**config.mk**
```make
export PLATFORM = sky130hd
export DESIGN_NAME = cmp_port_unit
export DESIGN_NICKNAME = d
export VERILOG_FILES = /design/src/rtl/cmp_pkg.sv /design/src/rtl/cmp_timer.sv /design/src/rtl/cmp_match.sv /design/src/rtl/cmp_regfile.sv /design/src/rtl/cmp_pindrv.sv /design/src/rtl/cmp_port_unit.sv
export SDC_FILE = /design/constraint.sdc
export NUM_CORES = 1
export LEC_CHECK = 0
export ABC_AREA = 0
export ABC_CLOCK_PERIOD_IN_PS = 1900
export CAP_MARGIN = 40
export CELL_PAD_IN_SITES_DETAIL_PLACEMENT = 1
export CELL_PAD_IN_SITES_GLOBAL_PLACEMENT = 1
export CORE_AREA = 4 4 112 114
export CTS_BUF_LIST = sky130_fd_sc_hd__clkbuf_4 sky130_fd_sc_hd__clkbuf_8 sky130_fd_sc_hd__clkbuf_16
export DETAILED_ROUTE_END_ITERATION = 16
export DIE_AREA = 0 0 116 118
export PLACE_DENSITY = 0.75
export SETUP_SLACK_MARGIN = 0.1
export SYNTH_ARGS = -nofsm -noshare
export SYNTH_HDL_FRONTEND = slang
export SYNTH_SLANG_ARGS = --single-unit
```
**constraint.sdc**
```tcl
create_clock -name clk -period 1.9 [get_ports clk]
set_input_delay 0.19 -clock clk [delete_from_list [all_inputs] [get_ports clk]]
set_output_delay 0.19 -clock clk [all_outputs]
set_load 0.02 [all_outputs]
```
**src/rtl/cmp_pkg.sv**
```systemverilog
package cmp_pkg;
  localparam int BYTE_W = 8;
  localparam int N_CMP  = 3;
  typedef enum logic [1:0] {ROLE_SET = 2'd0, ROLE_CLR = 2'd1, ROLE_TGL = 2'd2} cmp_role_e;
endpackage

```
**src/rtl/cmp_timer.sv**
```systemverilog
module cmp_timer #(
  parameter int W = 16
) (
  input  logic         clk,
  input  logic         rst,
  input  logic         en,
  output logic [W-1:0] cnt
);
  always_ff @(posedge clk) begin
    if (rst)     cnt <= '0;
    else if (en) cnt <= cnt + 1'b1;
  end

  AST_TMR_STEP: assert property (@(posedge clk) disable iff (rst)
    en |=> cnt == W'($past(cnt) + 1'b1));
  AST_TMR_HOLD: assert property (@(posedge clk) disable iff (rst)
    !en |=> $stable(cnt));
endmodule

```
**src/rtl/cmp_match.sv**
```systemverilog
module cmp_match #(
  parameter int W = 16
) (
  input  logic         clk,
  input  logic         rst,
  input  logic [W-1:0] cnt,
  input  logic [W-1:0] cmp,
  output logic         hit
);
  logic eq, eq_q;
  assign eq  = (cnt == cmp);
  assign hit = eq & ~eq_q;

  always_ff @(posedge clk) begin
    if (rst) eq_q <= 1'b0;
    else     eq_q <= eq;
  end

  AST_ONE_SHOT: assert property (@(posedge clk) disable iff (rst)
    hit |=> !hit);
  AST_HIT_HELD: assert property (@(posedge clk) disable iff (rst)
    (hit && $stable(cnt)) |=> ($stable(cnt) && $stable(cmp)) |-> !hit);
endmodule

```
**src/rtl/cmp_regfile.sv**
```systemverilog
module cmp_regfile #(
  parameter int TMR_W  = 16,
  parameter int DATA_W = 8,
  parameter int N_CMP  = 3,
  parameter int ADDR_W = 4
) (
  input  logic                          clk,
  input  logic                          rst,
  input  logic                          we,
  input  logic [ADDR_W-1:0]             addr,
  input  logic [DATA_W-1:0]             wdata,
  input  logic [DATA_W-1:0]             port_q,
  input  logic [1:0]                    tgl_flag,
  input  logic [TMR_W-1:0]              tmr,
  output logic [N_CMP-1:0][TMR_W-1:0]   cmp,
  output logic [DATA_W-3:0]             set_en,
  output logic [DATA_W-1:0]             clr_en,
  output logic                          port_we,
  output logic [DATA_W-1:0]             rdata
);
  localparam int BYTES  = TMR_W / cmp_pkg::BYTE_W;
  localparam int NB     = N_CMP * BYTES;
  localparam int A_SET  = NB;
  localparam int A_CLR  = NB + 1;
  localparam int A_PORT = NB + 2;
  localparam int A_TMR  = NB + 3;

  logic [NB-1:0][cmp_pkg::BYTE_W-1:0] cbytes;
  logic [DATA_W-1:0] rd_nxt;

  for (genvar c = 0; c < N_CMP; c++) begin : g_ch
    for (genvar b = 0; b < BYTES; b++) begin : g_byte
      assign cmp[c][b*cmp_pkg::BYTE_W +: cmp_pkg::BYTE_W] = cbytes[c*BYTES + b];
    end
  end

  assign port_we = we && (addr == ADDR_W'(A_PORT));

  always_ff @(posedge clk) begin
    if (rst) begin
      cbytes <= '0;
      set_en <= '0;
      clr_en <= '0;
    end else if (we) begin
      for (int k = 0; k < NB; k++)
        if (addr == ADDR_W'(k)) cbytes[k] <= wdata;
      if (addr == ADDR_W'(A_SET)) set_en <= wdata[DATA_W-3:0];
      if (addr == ADDR_W'(A_CLR)) clr_en <= wdata;
    end
  end

  always_comb begin
    rd_nxt = '0;
    for (int k = 0; k < NB; k++)
      if (addr == ADDR_W'(k)) rd_nxt = cbytes[k];
    for (int b = 0; b < BYTES; b++)
      if (addr == ADDR_W'(A_TMR + b)) rd_nxt = tmr[b*cmp_pkg::BYTE_W +: cmp_pkg::BYTE_W];
    if (addr == ADDR_W'(A_SET))  rd_nxt = {tgl_flag, set_en};
    if (addr == ADDR_W'(A_CLR))  rd_nxt = clr_en;
    if (addr == ADDR_W'(A_PORT)) rd_nxt = port_q;
  end

  always_ff @(posedge clk) begin
    if (rst) rdata <= '0;
    else     rdata <= rd_nxt;
  end
endmodule

```
**src/rtl/cmp_pindrv.sv**
```systemverilog
module cmp_pindrv #(
  parameter int PORT_W = 8
) (
  input  logic              clk,
  input  logic              rst,
  input  logic              hit_set,
  input  logic              hit_clr,
  input  logic              hit_tgl,
  input  logic [PORT_W-3:0] set_en,
  input  logic [PORT_W-1:0] clr_en,
  input  logic              bus_we,
  input  logic [PORT_W-1:0] bus_data,
  output logic [PORT_W-1:0] port_q,
  output logic [1:0]        tgl_flag
);
  localparam int SET_N = PORT_W - 2;

  logic [PORT_W-1:0] port_nxt;
  logic [1:0]        tgl_mask;

  assign tgl_mask = hit_tgl ? clr_en[PORT_W-1 -: 2] : 2'b00;

  always_comb begin
    port_nxt = bus_we ? bus_data : port_q;
    for (int i = 0; i < SET_N; i++) begin
      if (hit_clr && clr_en[i])      port_nxt[i] = 1'b0;
      else if (hit_set && set_en[i]) port_nxt[i] = 1'b1;
    end
    for (int j = 0; j < 2; j++)
      if (tgl_mask[j]) port_nxt[SET_N+j] = ~port_q[SET_N+j];
  end

  always_ff @(posedge clk) begin
    if (rst) begin
      port_q   <= '0;
      tgl_flag <= '0;
    end else begin
      port_q   <= port_nxt;
      tgl_flag <= tgl_flag ^ tgl_mask;
    end
  end

  AST_CLR_WINS: assert property (@(posedge clk) disable iff (rst)
    (hit_set && hit_clr) |=> (port_q[SET_N-1:0] & $past(clr_en[SET_N-1:0])) == '0);
  AST_SET_PINS: assert property (@(posedge clk) disable iff (rst)
    (hit_set && !hit_clr) |=> (port_q[SET_N-1:0] & $past(set_en)) == $past(set_en));
  AST_TGL_FLIP: assert property (@(posedge clk) disable iff (rst)
    hit_tgl |=> ((port_q[PORT_W-1 -: 2] ^ $past(port_q[PORT_W-1 -: 2])) & $past(clr_en[PORT_W-1 -: 2]))
                == $past(clr_en[PORT_W-1 -: 2]));
  AST_PIN_KEEP: assert property (@(posedge clk) disable iff (rst)
    (hit_set && !hit_clr && !bus_we) |=> ((port_q[SET_N-1:0] ^ $past(port_q[SET_N-1:0])) & ~$past(set_en)) == '0);
  AST_FLAG_HOLD: assert property (@(posedge clk) disable iff (rst)
    !hit_tgl |=> $stable(tgl_flag));
endmodule

```
**src/rtl/cmp_port_unit.sv**
```systemverilog
module cmp_port_unit #(
  parameter int TMR_W  = 16,
  parameter int PORT_W = 8,
  parameter int ADDR_W = 4
) (
  input  logic              clk,
  input  logic              rst,
  input  logic              tmr_en,
  input  logic              bus_we,
  input  logic [ADDR_W-1:0] bus_addr,
  input  logic [PORT_W-1:0] bus_wdata,
  output logic [PORT_W-1:0] bus_rdata,
  output logic [PORT_W-1:0] port_o
);
  import cmp_pkg::*;

  logic [TMR_W-1:0]             tmr;
  logic [N_CMP-1:0][TMR_W-1:0]  cmp;
  logic [N_CMP-1:0]             hit;
  logic [PORT_W-3:0]            set_en;
  logic [PORT_W-1:0]            clr_en;
  logic                         port_we;
  logic [1:0]                   tgl_flag;

  cmp_timer #(.W(TMR_W)) u_tmr (.clk(clk), .rst(rst), .en(tmr_en), .cnt(tmr));

  for (genvar c = 0; c < N_CMP; c++) begin : g_match
    cmp_match #(.W(TMR_W)) u_match (
      .clk(clk), .rst(rst), .cnt(tmr), .cmp(cmp[c]), .hit(hit[c])
    );
  end

  cmp_regfile #(.TMR_W(TMR_W), .DATA_W(PORT_W), .N_CMP(N_CMP), .ADDR_W(ADDR_W)) u_regs (
    .clk(clk), .rst(rst), .we(bus_we), .addr(bus_addr), .wdata(bus_wdata),
    .port_q(port_o), .tgl_flag(tgl_flag), .tmr(tmr), .cmp(cmp),
    .set_en(set_en), .clr_en(clr_en), .port_we(port_we), .rdata(bus_rdata)
  );

  cmp_pindrv #(.PORT_W(PORT_W)) u_pins (
    .clk(clk), .rst(rst),
    .hit_set(hit[ROLE_SET]), .hit_clr(hit[ROLE_CLR]), .hit_tgl(hit[ROLE_TGL]),
    .set_en(set_en), .clr_en(clr_en), .bus_we(port_we), .bus_data(bus_wdata),
    .port_q(port_o), .tgl_flag(tgl_flag)
  );
endmodule

```
==> flow_summary.toml, run 1 <==
[grt]
number_of_global_route_vias_before_repair = 5054
grt_start_max_net_pins = 100
grt_use_total_pct = 28.0
grt_first_pass_wirelength_um = 29000
grt_overflow = 0
antenna_found_initial = 0

[clock_network]
cts_inserted_buffers = 9
clock_path_buffers = 2
library_cell_used_as_clock_root_buffer = "clkbuf_16"
clkSlewWorstSetupHoldPaths_ps = 70
cts.sink_count = 99
cts_tree = "done"
source_to_sink_clock_delay_at_the_later_pin_of_the_worst_skew_pair_ps = 350
htree_num_levels = 3

[pwr]
power.internal_mw = 3.48
netSwitchingFraction_pct = 26.2
switchingPower_mw = 1.24
sequentialPowerShare_pct = 45.7
worst_ir_drop_vdd_mv = 0.730
pwr-share-comb_pct = 14.3
power-per-cell-area_nw_per_um2 = 705
clock_power_share_pct = 40.0
power.static_leakage_nw = 2.62

[layout]
fin_area_um2 = 6690
seq_area_um2 = 2010
total_area_of_multi_input_combinational_cells_um2 = 3070
num-fill-cells = 1287
area.growth.synth_to_final_pct = 28.6
num-nets-final = 676
layout-drive-gt1-share_pct = 25.5
instances_no_fill = 807
final_core_utilization_pct = 58.6
antenna_cells_inserted = 0

[sta]
setup-violations-final = 1
slew-limit-headroom_pct = 59.5
finalHoldViolCount = 0
finClkSkew_ps = 7.21
timing.fmax_mhz = 517
worstMarginPinSlew_ps = 606
finalWorstSetupSlack_ps = -33.3
rsz0062_at_grt = "true"
fin_hold_ws_ps = 319
timing_max_transition_violations_final = 0
period_share_pct = 102
period_minus_slack_ps = 1930

[drt]
detailroute.via_count = 4834
firstDrtPassIters = 5
routedWlPerCell_um = 23.7
detail_route.wirelength_um = 19100
remaining_drc_errors = 0
drt.antenna.violating_nets = 0
via_per_inst = 5.99
initialDrtViolationCount = 322

[hold_path]
hold_path_class = "in -> reg"
holdPathStages = 3

[floorplanning]
start_util_pct = 45.6
rows = 39
die_area_um2 = 13700
chipHeight_um = 118
die_w_um = 116
pin_count = 32
core_um2 = 11400

[place]
buffer_ports.inserted = 31
dp_worst_setup_slack_ps = -265
globalplace.congestion = 0.925
detailed_place_hpwl_um = 13400
placed_cell_area_um2 = 6070
place.detailed.instances = 776

[critical_path]
end_of_the_critical_path = "u_pins.port_q[6]"
critical_path.max_stage_delay_ps = 340
path_cells = "xor2_2, nor4_2, nand4_1, buf_6, or3_1, a31oi_1"
r2r_setup_slack_ps = -30
crit_fanout = 5
slowest_stage = "dfxtp_2"
critical_path.reg2reg.endpoint = "u_pins.port_q[6]"
end_kind = "flip-flop"
cp_top_family = "simple AND/OR/NAND/NOR gates"
critical_path.n_buffers_inverters = 1
worstReg2RegStart = "u_regs.cmp[33]"
r2r_cells = 6
worst_setup_path_class = "reg -> reg"
critical_path_cell_count = 6
worst-endpoint-arrival_ps = 2210
timing.critical_path.from = "u_regs.cmp[33]"
cp_data_required_time_ps = 2180
crit_path_start_kind = "flip-flop"

[job]
total_of_max_cap_violations = 0

[synthesis]
most_used_flip_flop_cell_after_synthesis = "dfxtp_1"
ys.warnings.count = 0
mappedNetlistArea_um2 = 5200
synth_fp_nets = 596
synth_area_leader_cell = "dfxtp_1"
yosysUniqueCellTypes = 50
cell_with_the_most_instances_after_synthesis = "dfxtp_1"
synthArstFlopShare_pct = 0
count_of_state_elements_after_synthesis = 99
synth.avg_cell_area_um2 = 8.98
syn_inst = 579
synth.top_cells.by_count = "dfxtp_1, nor2_1, mux2i_1"
synth_edf_count = 0
yosys.area.top_type_share_pct = 38.1
fraction_of_the_yosys_area_taken_by_sequential_cells_pct = 38.1
synthTopCellsByArea = "dfxtp_1, mux2i_1, xnor2_1"

[status]
violations = "negative setup slack"
outcome = "complete, but fails checks"
-- timing repair --
action / in CTS / in global routing
endpoints found under the setup margin: 16 / 17
pin swaps: 20 / 12
buffers inserted: 6 / 9
hold buffers: 0 / 0
resized for setup: 30 / 18
-- cells in the final DEF, fill, tap and decap left out, drive strengths merged, types with 2 or more instances in the layout --
master,instances
a22o,3
xor2,25
mux2i,58
nor2b,8
nand4b,6
clkdlybuf4s50,30
nand2,35
o211ai,4
clkinv,3
o22ai,13
nor3,7
o221ai,4
nand2b,5
a2111oi,4
o221a,3
mux4,7
and2,2
a31oi,6
and3,3
buf,93
xnor2,35
a22oi,4
o21ai,11
nor2,72
inv,7
or3,7
clkbuf,11
mux2,3
nor4,8
nand4,11
dfxtp,99
a21oi,36
nand3,24
a221oi,7
-- worst reg2reg max path: stages (launching register included) --
cell and delay, ps:
dfxtp_2 340, xor2_2 180, nor4_2 330, nand4_1 270, buf_6 210, or3_1 340, a31oi_1 180
-- metal layers --
metal	wire (µm)	up-vias	share of wire, %	track usage [%]
met1	7950	2417	42	35.0
met5	0	-	0	0
met2	9440	158	49	46.8
met4	711	0	3.7	10.3
li1	-	2217	-	-
met3	984	42	5.2	6.32
-- logic make-up (layout without fill, tap and decap cells) --
| logic type | after synthesis | count (layout) | share of synthesized area (%) |
|---|---|---|---|
| xor gates and xnor gates | 60 | 60 | 10.2 |
| AOI/OAI and AO/OA | 98 | 98 | 12.1 |
| DFF | 99 | 99 | 38.1 |
| adders and majority gates | 1 | 1 | 0.241 |
| muxes | 68 | 68 | 14.8 |
| buffers and inverters | 61 | 146 | 5.89 |
| and+or+nand+nor | 192 | 192 | 18.5 |
-- worst min-delay path by stage --
stage / startpoint / endpoint
after detailed placement: u_regs.cmp[0] / u_regs.cmp[0]
after CTS: rst / u_regs.cmp[13]
after global placement: u_regs.clr_en[0] / u_pins.port_q[0]
after floorplan: u_regs.clr_en[1] / u_pins.port_q[1]
after global routing: rst / u_regs.cmp[29]
final: rst / u_regs.cmp[13]
-- registers in the layout, indices dropped and copies added (netlist names) --
name and cells:
u_regs.set_en 6, u_regs.rdata 8, u_regs.clr_en 8, u_tmr.cnt 16, u_regs.cmp 48, g_match.u_match.eq_q 3, u_pins.tgl_flag 2, u_pins.port_q 8
-- area by class of cell --
class / count / area share, %
clock buffers: 11 / 3.69
clock inverters: 5 / 0.786
inverters: 7 / 0.393
multi-input cells: 419 / 45.9
flip-flops and latches: 99 / 30.0
well taps: 143 / 2.68
repair buffers: 123 / 16.5
-- stage by stage --
stage | power [mW] | setup TNS, ps
after floorplan | 2.54 | 0
after global placement | 2.78 | -4390
after detailed placement | 2.80 | -6730
after CTS | 4.71 | -5.92
after global routing | 4.87 | -337
final | 4.72 | -33.3
-- power by group through the flow --
stage / logic [mW] / clock network (mW) / registers (mW)
after detailed placement: 0.594 / 0 / 2.20
final: 0.674 / 1.89 / 2.16
after global routing: 0.712 / 2.00 / 2.16
after floorplan: 0.334 / 0 / 2.20
after global placement: 0.577 / 0 / 2.20
after CTS: 0.636 / 1.91 / 2.16
(Power assumes the default switching activity.)
==> inputs of run 2 (changes only) <==
Settings changed: CORE_AREA 4 4 112 114 to 4 4 109 111, DIE_AREA 0 0 116 118 to 0 0 113 115, DONT_BUFFER_PORTS set to 1, PLACE_DENSITY 0.75 to 0.74.
==> run 2 against run 1 <==
Die area fell by 5.1%. Non-clock buffer count fell by 46. The flow now finishes without violations. Highest routed layer unchanged. Clock skew rose by 7.8 ps. Register-to-register slack improved by 30 ps. Largest cell class unchanged. Sequential power barely moved.
==> flow_summary.toml, run 2 (synthesis results as in run 1) <==
[clock_network]
clock_path_buffers = 2
library_cell_used_as_clock_root_buffer = "clkbuf_8"
source_to_sink_clock_delay_at_the_later_pin_of_the_worst_skew_pair_ps = 400
cts_inserted_buffers = 9
clkSlewWorstSetupHoldPaths_ps = 100
cts.sink_count = 99
htree_num_levels = 3
cts_tree = "done"

[critical_path]
crit_fanout = 6
timing.critical_path.from = "u_regs.cmp[33]"
end_kind = "flip-flop"
worstReg2RegStart = "u_regs.cmp[33]"
worst-endpoint-arrival_ps = 2210
crit_path_start_kind = "flip-flop"
worst_setup_path_class = "reg -> reg"
cp_data_required_time_ps = 2220

[pwr]
clock_power_share_pct = 35.6
power.static_leakage_nw = 2.41
switchingPower_mw = 1.13
worst_ir_drop_vdd_mv = 0.634
sequentialPowerShare_pct = 52.2
power-per-cell-area_nw_per_um2 = 673
netSwitchingFraction_pct = 27.2
fin_total_pwr_mw = 4.16
power.internal_mw = 3.03
pwr-share-comb_pct = 12.2

[layout]
final_common_cell = "dfxtp_1"
final_core_utilization_pct = 57.3
num-nets-final = 630
area.growth.synth_to_final_pct = 19.0
seq_area_um2 = 2020
antenna_cells_inserted = 0
layout-drive-gt1-share_pct = 21.7
fin_area_um2 = 6190
num-fill-cells = 1195
largest_register_ff_count = 48
instances_no_fill = 758
total_area_of_multi_input_combinational_cells_um2 = 3070
highest_count_cells_in_the_layout_ignoring_fill_and_taps = "dfxtp_1, nor2_1, mux2i_1"

[sta]
finClkSkew_ps = 15.0
period_minus_slack_ps = 1900
timing.fmax_mhz = 527
timing_max_transition_violations_final = 0
fin_hold_ws_ps = 8.02
finalWorstSetupSlack_ps = 1.44
worstMarginPinSlew_ps = 620
slew-limit-headroom_pct = 58.6
setup-violations-final = 0
finalHoldViolCount = 0
final.setup.tns_ps = 0
rsz0062_at_grt = "true"
period_share_pct = 99.9

[grt]
grt_overflow = 0
grt_first_pass_wirelength_um = 29900
number_of_global_route_vias_before_repair = 5076
grt_start_max_net_pins = 84
grt_use_total_pct = 30.8
antenna_found_initial = 0

[drt]
detailroute.via_count = 4755
detail_route.wirelength_um = 20100
initialDrtViolationCount = 437
firstDrtPassIters = 5
drt.antenna.violating_nets = 0
remaining_drc_errors = 0
via_per_inst = 6.27
routedWlPerCell_um = 26.6

[floorplanning]
die_w_um = 113
core_um2 = 10800
rows = 38
die_area_um2 = 13000
start_util_pct = 48.2
chipHeight_um = 115
pin_count = 32

[job]
total_of_max_cap_violations = 0

[place]
detailed_place_hpwl_um = 12800
globalplace.congestion = 0.914
dp_worst_setup_slack_ps = -57.0
place.detailed.instances = 710
buffer_ports.inserted = 0
placed_cell_area_um2 = 5430

[hold_path]
hold_path_class = "in -> reg"
hold_start = "tmr_en"

[status]
outcome = "complete, no violations"
-- run 2: changes by cell type in the layout (fill, tap and decap cells not counted), moves of 3 or more --
cell	change
buf_12	-7
buf_4	-36
clkbuf_16	-9
clkbuf_8	+10
clkdlybuf4s50_1	-30
dfxtp_1	-8
dfxtp_2	+7
dlygate4sd3_1	+26
nor4_2	-3
-- run 2: area by class of cell --
class | count | share of cell area (%)
clock buffers | 12 | 2.57
clock inverters | 4 | 0.789
inverters | 7 | 0.425
multi-input cells | 419 | 49.6
flip-flops and latches | 99 | 32.7
well taps | 140 | 2.83
repair buffers | 77 | 11.1
-- run 2: power groups by stage --
| stage | registers [mW] | logic [mW] | clock network (mW) |
|---|---|---|---|
| floorplan | 2.20 | 0.334 | 0 |
| global placement | 2.22 | 0.343 | 0 |
| global route | 2.18 | 0.535 | 1.60 |
| finish | 2.17 | 0.507 | 1.48 |
| detailed placement | 2.22 | 0.353 | 0 |
| CTS | 2.18 | 0.462 | 1.50 |
-- run 2: final timing paths --
check	end	slack, ps	depth (start not counted)
setup / recovery	u_pins.port_q[6]	1	6
setup reg to reg	u_pins.port_q[6]	1	6
hold / removal	u_tmr.cnt[2]	8	3
hold reg to reg	u_pins.port_q[2]	500	1
-- run 2: critical path, cell delays in order, from the launching register on --
cell,delay [ps]
dfxtp_4,370
xor2_2,190
nor4_4,320
nand4_1,210
buf_6,190
or3_1,350
a31oi_1,200
-- run 2: per-layer routing --
metal,vias to the layer above,global-route usage (%),routed length (µm)
met1,2378,37.8,8280
met5,-,0,0
met4,0,12.9,838
met3,58,8.68,1400
li1,2112,-,-
met2,207,50.9,9620
-- run 2: what timing repair did --
item,CTS,global route
hold buffers,27,0
endpoints found under the setup margin,11,19
resized for setup,15,44
setup buffers,2,3
hold endpoints to repair,99,0
pin swaps,3,18
